File: src/rtl/pgdec_pkg.sv
package pgdec_pkg;
  localparam int AW        = 24;
  localparam int DEF_NPRIM = 8;
  localparam int DEF_NSEC  = 4;
  localparam int DEF_NWIN  = 3;
  localparam int DEF_NSEL  = DEF_NPRIM + DEF_NSEC + 2;
  localparam int DEF_NENT  = DEF_NSEL * DEF_NWIN;

  typedef struct packed {
    logic          en;
    logic [AW-1:0] match;
    logic [AW-1:0] mask;
  } win_t;

  // select index s: 0 register window, 1..8 primary, 9..12 secondary, 13 SRAM
  function automatic win_t def_win(input int s, input int w);
    win_t r;
    r = '0;
    if (s == 0) begin
      if (w == 0) r = '{1'b1, 24'h00FF00, 24'h00FF00};
    end else if (s <= DEF_NPRIM) begin
      if (w == 0) r = '{1'b1, 24'h000000 | (AW'(s - 1) << 12), 24'hFFF000};
      if (w == 1) r = '{1'b1, 24'h010000 | (AW'(s - 1) << 12), 24'hFFF000};
      if (w == 2 && s == 1) r = '{1'b1, 24'h00F000, 24'h00F000};
    end else if (s <= DEF_NPRIM + DEF_NSEC) begin
      if (w == 0) r = '{1'b1, AW'(8 + s - 1 - DEF_NPRIM) << 12, 24'hFFF000};
      if (w == 1 && s == DEF_NPRIM + 1) r = '{1'b1, 24'h010000, 24'hFFF000};
    end else begin
      if (w == 0) r = '{1'b1, 24'h00C000, 24'h00E000};
    end
    return r;
  endfunction

  function automatic logic [DEF_NENT*AW-1:0] def_match();
    logic [DEF_NENT*AW-1:0] v;
    win_t t;
    v = '0;
    for (int s = 0; s < DEF_NSEL; s++)
      for (int w = 0; w < DEF_NWIN; w++) begin
        t = def_win(s, w);
        v[(s*DEF_NWIN+w)*AW +: AW] = t.match;
      end
    return v;
  endfunction

  function automatic logic [DEF_NENT*AW-1:0] def_mask();
    logic [DEF_NENT*AW-1:0] v;
    win_t t;
    v = '0;
    for (int s = 0; s < DEF_NSEL; s++)
      for (int w = 0; w < DEF_NWIN; w++) begin
        t = def_win(s, w);
        v[(s*DEF_NWIN+w)*AW +: AW] = t.mask;
      end
    return v;
  endfunction

  function automatic logic [DEF_NENT-1:0] def_en();
    logic [DEF_NENT-1:0] v;
    win_t t;
    v = '0;
    for (int s = 0; s < DEF_NSEL; s++)
      for (int w = 0; w < DEF_NWIN; w++) begin
        t = def_win(s, w);
        v[s*DEF_NWIN+w] = t.en;
      end
    return v;
  endfunction
endpackage

File: src/rtl/pgdec_latch.sv
module pgdec_latch #(
  parameter int DW = 8
) (
  input  logic          clk,
  input  logic          rst,
  input  logic          ale,
  input  logic [DW-1:0] bus_lo,
  input  logic [DW-1:0] bus_hi,
  input  logic          page_we,
  output logic [DW-1:0] lat_lo,
  output logic [DW-1:0] lat_hi,
  output logic [DW-1:0] page_q
);
  always_ff @(posedge clk) begin
    if (rst) begin
      lat_lo <= '0;
      lat_hi <= '0;
      page_q <= '0;
    end else begin
      if (ale) begin
        lat_lo <= bus_lo;
        lat_hi <= bus_hi;
      end
      if (page_we) page_q <= bus_lo;
    end
  end
endmodule

File: src/rtl/pgdec_win.sv
module pgdec_win #(
  parameter int                  NWIN  = 3,
  parameter int                  AW    = 24,
  parameter logic [NWIN*AW-1:0]  MATCH = '0,
  parameter logic [NWIN*AW-1:0]  MASK  = '0,
  parameter logic [NWIN-1:0]     EN    = '0
) (
  input  logic [AW-1:0] addr,
  output logic          hit
);
  logic [NWIN-1:0] term;

  for (genvar w = 0; w < NWIN; w++) begin : g_term
    if (EN[w]) begin : g_on
      assign term[w] = ((addr ^ MATCH[w*AW +: AW]) & MASK[w*AW +: AW]) == '0;
    end else begin : g_off
      assign term[w] = 1'b0;
    end
  end

  assign hit = |term;
endmodule

File: src/rtl/pgdec_prio.sv
module pgdec_prio #(
  parameter int N = 14
) (
  input  logic [N-1:0] req,
  output logic [N-1:0] gnt
);
  always_comb begin
    logic taken;
    taken = 1'b0;
    gnt   = '0;
    for (int i = 0; i < N; i++) begin
      if (req[i] && !taken) begin
        gnt[i] = 1'b1;
        taken  = 1'b1;
      end
    end
  end
endmodule

File: src/rtl/pgdec_top.sv
module pgdec_top
  import pgdec_pkg::*;
#(
  parameter int NPRIM = DEF_NPRIM,
  parameter int NSEC  = DEF_NSEC,
  parameter int NWIN  = DEF_NWIN,
  parameter logic [7:0] PAGE_OFS = 8'hE0,
  parameter logic [(NPRIM+NSEC+2)*NWIN*24-1:0] WIN_MATCH = def_match(),
  parameter logic [(NPRIM+NSEC+2)*NWIN*24-1:0] WIN_MASK  = def_mask(),
  parameter logic [(NPRIM+NSEC+2)*NWIN-1:0]    WIN_EN    = def_en()
) (
  input  logic             clk,
  input  logic             rst,
  input  logic             ale,
  input  logic [7:0]       bus_lo_in,
  input  logic [7:0]       bus_hi_in,
  input  logic             rd_n,
  input  logic             wr_n,
  input  logic             csel_n,
  output logic [7:0]       data_out,
  output logic             data_oe,
  output logic             reg_sel,
  output logic [NPRIM-1:0] prim_sel,
  output logic [NSEC-1:0]  sec_sel,
  output logic             sram_sel
);
  localparam int NSEL = NPRIM + NSEC + 2;
  localparam int SRAM_IDX = NSEL - 1;

  logic [7:0]      lat_lo, lat_hi, page_q;
  logic [AW-1:0]   ext_addr;
  logic [NSEL-1:0] raw_hit, onehot, sel_q;
  logic            page_we, reg_off_hit;

  assign ext_addr    = {page_q, lat_hi, lat_lo};
  assign reg_off_hit = onehot[0] && (lat_lo == PAGE_OFS) && !csel_n;
  assign page_we     = reg_off_hit && !wr_n;

  pgdec_latch #(.DW(8)) i_latch (
    .clk    (clk),
    .rst    (rst),
    .ale    (ale),
    .bus_lo (bus_lo_in),
    .bus_hi (bus_hi_in),
    .page_we(page_we),
    .lat_lo (lat_lo),
    .lat_hi (lat_hi),
    .page_q (page_q)
  );

  for (genvar s = 0; s < NSEL; s++) begin : g_sel
    pgdec_win #(
      .NWIN (NWIN),
      .AW   (AW),
      .MATCH(WIN_MATCH[s*NWIN*AW +: NWIN*AW]),
      .MASK (WIN_MASK [s*NWIN*AW +: NWIN*AW]),
      .EN   (WIN_EN   [s*NWIN +: NWIN])
    ) i_win (
      .addr(ext_addr),
      .hit (raw_hit[s])
    );
  end

  pgdec_prio #(.N(NSEL)) i_prio (
    .req(raw_hit),
    .gnt(onehot)
  );

  always_ff @(posedge clk) begin
    if (rst) begin
      sel_q    <= '0;
      data_oe  <= 1'b0;
      data_out <= '0;
    end else begin
      sel_q    <= csel_n ? '0 : onehot;
      data_oe  <= !csel_n && !rd_n && (|onehot);
      data_out <= (reg_off_hit && !rd_n) ? page_q : 8'h00;
    end
  end

  assign reg_sel  = sel_q[0];
  assign prim_sel = sel_q[NPRIM:1];
  assign sec_sel  = sel_q[NPRIM+NSEC:NPRIM+1];
  assign sram_sel = sel_q[SRAM_IDX];
endmodule

File: config.mk
export PLATFORM = sky130hd
export DESIGN_NAME = pgdec_top
export DESIGN_NICKNAME = d
export VERILOG_FILES = /design/src/rtl/pgdec_pkg.sv /design/src/rtl/pgdec_latch.sv /design/src/rtl/pgdec_win.sv /design/src/rtl/pgdec_prio.sv /design/src/rtl/pgdec_top.sv
export SDC_FILE = /design/constraint.sdc
export NUM_CORES = 1
export LEC_CHECK = 0
export BUFFER_PORTS_ARGS = -buffer_cell sky130_fd_sc_hd__buf_2
export CORE_ASPECT_RATIO = 0.9
export CORE_MARGIN = 5
export CORE_UTILIZATION = 50
export DETAILED_ROUTE_END_ITERATION = 7
export PLACE_DENSITY = 0.82
export SYNTH_ARGS = -nofsm -noshare
export SYNTH_HDL_FRONTEND = slang
export SYNTH_SLANG_ARGS = --single-unit
File: constraint.sdc
create_clock -name clk -period 2.45 [get_ports clk]
set_input_delay 0.6125 -clock clk [delete_from_list [all_inputs] [get_ports clk]]
set_output_delay 0.6125 -clock clk [all_outputs]
set_load 0.01 [all_outputs]
==> results.yml <==
detailed_routing:
  avgViaCountPerCell: 4.976
  finalWirelength_um: 3073
  first_pass_iters: 4
  drt.antenna.violating_nets: 0
  first_iter_violations: 56
  drcViolationCount: 0
  via_count: 1254
  wl_per_cell_um: 12.19
clock_tree:
  cts_resized: 0
  root_buffer: "clkbuf_4"
  clkSlewWorstSetupHoldPaths_ps: 130
  post_cts_buffers: 0
  cts_made_buffers: 5
  ctsHoldBuffers: 0
  clk_latency_ps: 360
  cts_tree: "done"
  htree_levels: 2
  clock_path_buffers: 2
  numClockSinks: 47
layout:
  final_nets: 231
  fillCellCount: 295
  diodes: 0
  area_growth_pct: 20.14
  drive_gt1_frac: 0.2810
synth:
  postSynthNetCount: 187
  synthesis.area_per_instance_sq_um: 9.790
  synth_edf_count: 0
  yosys_warnings: 0
  synth.yosys.seq_area_share: 0.5825
  synth_flop_cell: "dfxtp_1"
  syn_inst: 165
  netlist.area_leader.share: 0.5825
  synth_compound_area_frac: 0.06274
  yosys.cell_types.count: 24
  synth_xor_area_frac: 0
  synthTopCellsByCount: "47 x dfxtp_1, 31 x nor2_1, 16 x mux2i_1"
  ys_top_cells_by_area: "dfxtp_1 58%, mux2i_1 9.9%, nor2_1 7.2%, nand3_1 3.4%, a21oi_1 3.1%"
  muxShareOfSynthArea: 0.09915
  synthAdderAreaFrac: 0
  synth_top_area_cell: "dfxtp_1"
  netlist_area_sq_mm: 0.001615
  yosys.area_share.simple: 0.2316
  synthArstFlopShare: 0
  yosysMostFrequentCell: "dfxtp_1"
  yosys_register_bits: 47
  synth_top_family_by_area: "simple AND/OR/NAND/NOR gates"
grt:
  grt_pass1_wl_um: 5188
  grt_overflow: 0
  grt_usage: 0.1447
  grt_max_degree: 25
  antenna_found_initial: 0
  grt_pass1_vias: 1181
sta:
  period_share: 0.7845
  slew_violations: 0
  worstMarginPinSlew_ps: 624.9
  hold_viol_final: 0
  finalSetupTns_ps: 0
  max_freq_mhz: 520.3
  grt_setup_unrepaired: "false"
  slew_headroom: 0.5799
  setup_ws_ps: 528.0
  period_needed_ps: 1922
  skew_ps: 9.197
  final-setup-viol-count: 0
place:
  hpwlAfterDp_um: 2322
  gp_congestion: 0.8058
  port_buffers: 44
  post-place-ws_ps: 528.6
min_path:
  hp-class: "in -> reg"
  hold_depth: 2
  hold_path_startpoint: "rd_n"
  hold_path_end: "data_oe"
floorplan:
  start_util: 0.5227
  die_area_sq_mm: 0.004469
  fp.dieH_um: 63.92
  rows: 19
  core_area_sq_mm: 0.003090
  die_x_um: 69.91
  pin_count: 45
setup_path:
  cp_max_fo: 9
  critPathRequiredTime_ps: 2760
  ff2ff_setup_slack_ps: 530
  crit_slowest_cell: "or4_1"
  r2r_cells: 4
  startpoint_type: "flop"
  arrival_ps: 2230
  worstSetupPathType: "reg -> reg"
  path_cells: "nand4_1 -> or4_1 -> nor3_4 -> and2_1"
  rr_startpoint: "i_latch.lat_hi[5]"
  worst_setup_path_end_kind: "flop"
  max_stage_delay_ps: 720
  r2r_end: "data_out[1]"
run:
  cap_violations: 0
power:
  power_density_mw_per_mm2: 662.7
  leakagePower_nw: 0.8668
  vdd_drop_max_uv: 478.0
run_status:
  status: "finished clean"
area by class of cell:
type / instances / area (sq um) / area share
repair buffers: 46 / 235.2 / 0.1212
multi-input cells: 108 / 635.6 / 0.3275
inverters: 1 / 3.754 / 0.001934
clock inverters: 1 / 7.507 / 0.003868
well taps: 42 / 52.55 / 0.02708
flip-flops and latches: 47 / 940.9 / 0.4848
clock buffers: 7 / 65.06 / 0.03353
where the power goes:
part           internal [W]  switching [W]   total, W
clock              0.000168       0.000235   0.000403
sequential         0.000783      0.0000131   0.000796
combinational     0.0000408      0.0000462  0.0000870
worst max-delay path: cells and delay by family (launching register included):
kind	cells	cell delay (ps)
flops	1	490
simple gates	4	1390
placed cells by master, fill, tap and decap left out, types with 2 or more instances in the layout:
| cell | synthesis | layout |
|---|---|---|
| dfxtp_1 | 47 | 47 |
| buf_4 | 0 | 2 |
| or2_2 | 2 | 2 |
| a21oi_1 | 10 | 10 |
| buf_2 | 1 | 44 |
| nor4_1 | 2 | 2 |
| nand2_1 | 3 | 3 |
| nor3_1 | 4 | 4 |
| nor2_1 | 31 | 31 |
| clkbuf_8 | 0 | 2 |
| nand3_1 | 11 | 11 |
| o21ai_0 | 9 | 9 |
| nand4_1 | 3 | 3 |
| nand3b_1 | 2 | 2 |
| clkbuf_4 | 0 | 5 |
| mux2i_1 | 16 | 16 |
| and2_1 | 8 | 8 |
state kept, by name, indices dropped and copies added, names as in the netlist:
name,count
data_oe,1
data_out,8
i_latch.lat_hi,8
i_latch.lat_lo,8
i_latch.page_q,8
sel_q,14
routing by layer:
metal / vias up / GRT usage / part of all wire
met3: 7 / 0.05329 / 0.075
met2: 34 / 0.2347 / 0.47
met1: 562 / 0.1665 / 0.44
met5: - / 0 / 0
met4: 0 / 0.07895 / 0.021
li1: 651 / - / -
through the flow:
step | utilization | cell area, sq um | power [W] | instances | hold slack (ps)
6_report | 0.6279 | 1941 | 0.001286 | 252 | 463.8
5_1_grt | 0.6279 | 1941 | 0.001342 | 252 | 468.2
4_1_cts | 0.6279 | 1941 | 0.001297 | 252 | 453.8
3_5_place_dp | 0.6045 | 1868 | 0.0009007 | 244 | 470.6
3_3_place_gp | 0.6045 | 1868 | 0.0008990 | 244 | 465.1
2_1_floorplan | - | 1615 | 0.0008674 | 165 | 446.4
worst max path at each step:
stage | start | endpoint | slack [ps]
6_report | i_latch.lat_hi[5] | data_out[1] | 530
5_1_grt | i_latch.lat_hi[5] | data_out[1] | 380
4_1_cts | i_latch.lat_lo[1] | data_out[1] | 530
3_5_place_dp | csel_n | sel_q[10] | 530
3_3_place_gp | csel_n | sel_q[11] | 540
2_1_floorplan | rst | sel_q[6] | 610
kinds of logic after synthesis:
group | Yosys count
flops | 47
simple gates | 72
buf+inv | 10
compound gates | 20
mux | 16
(Power assumes the default switching activity.)
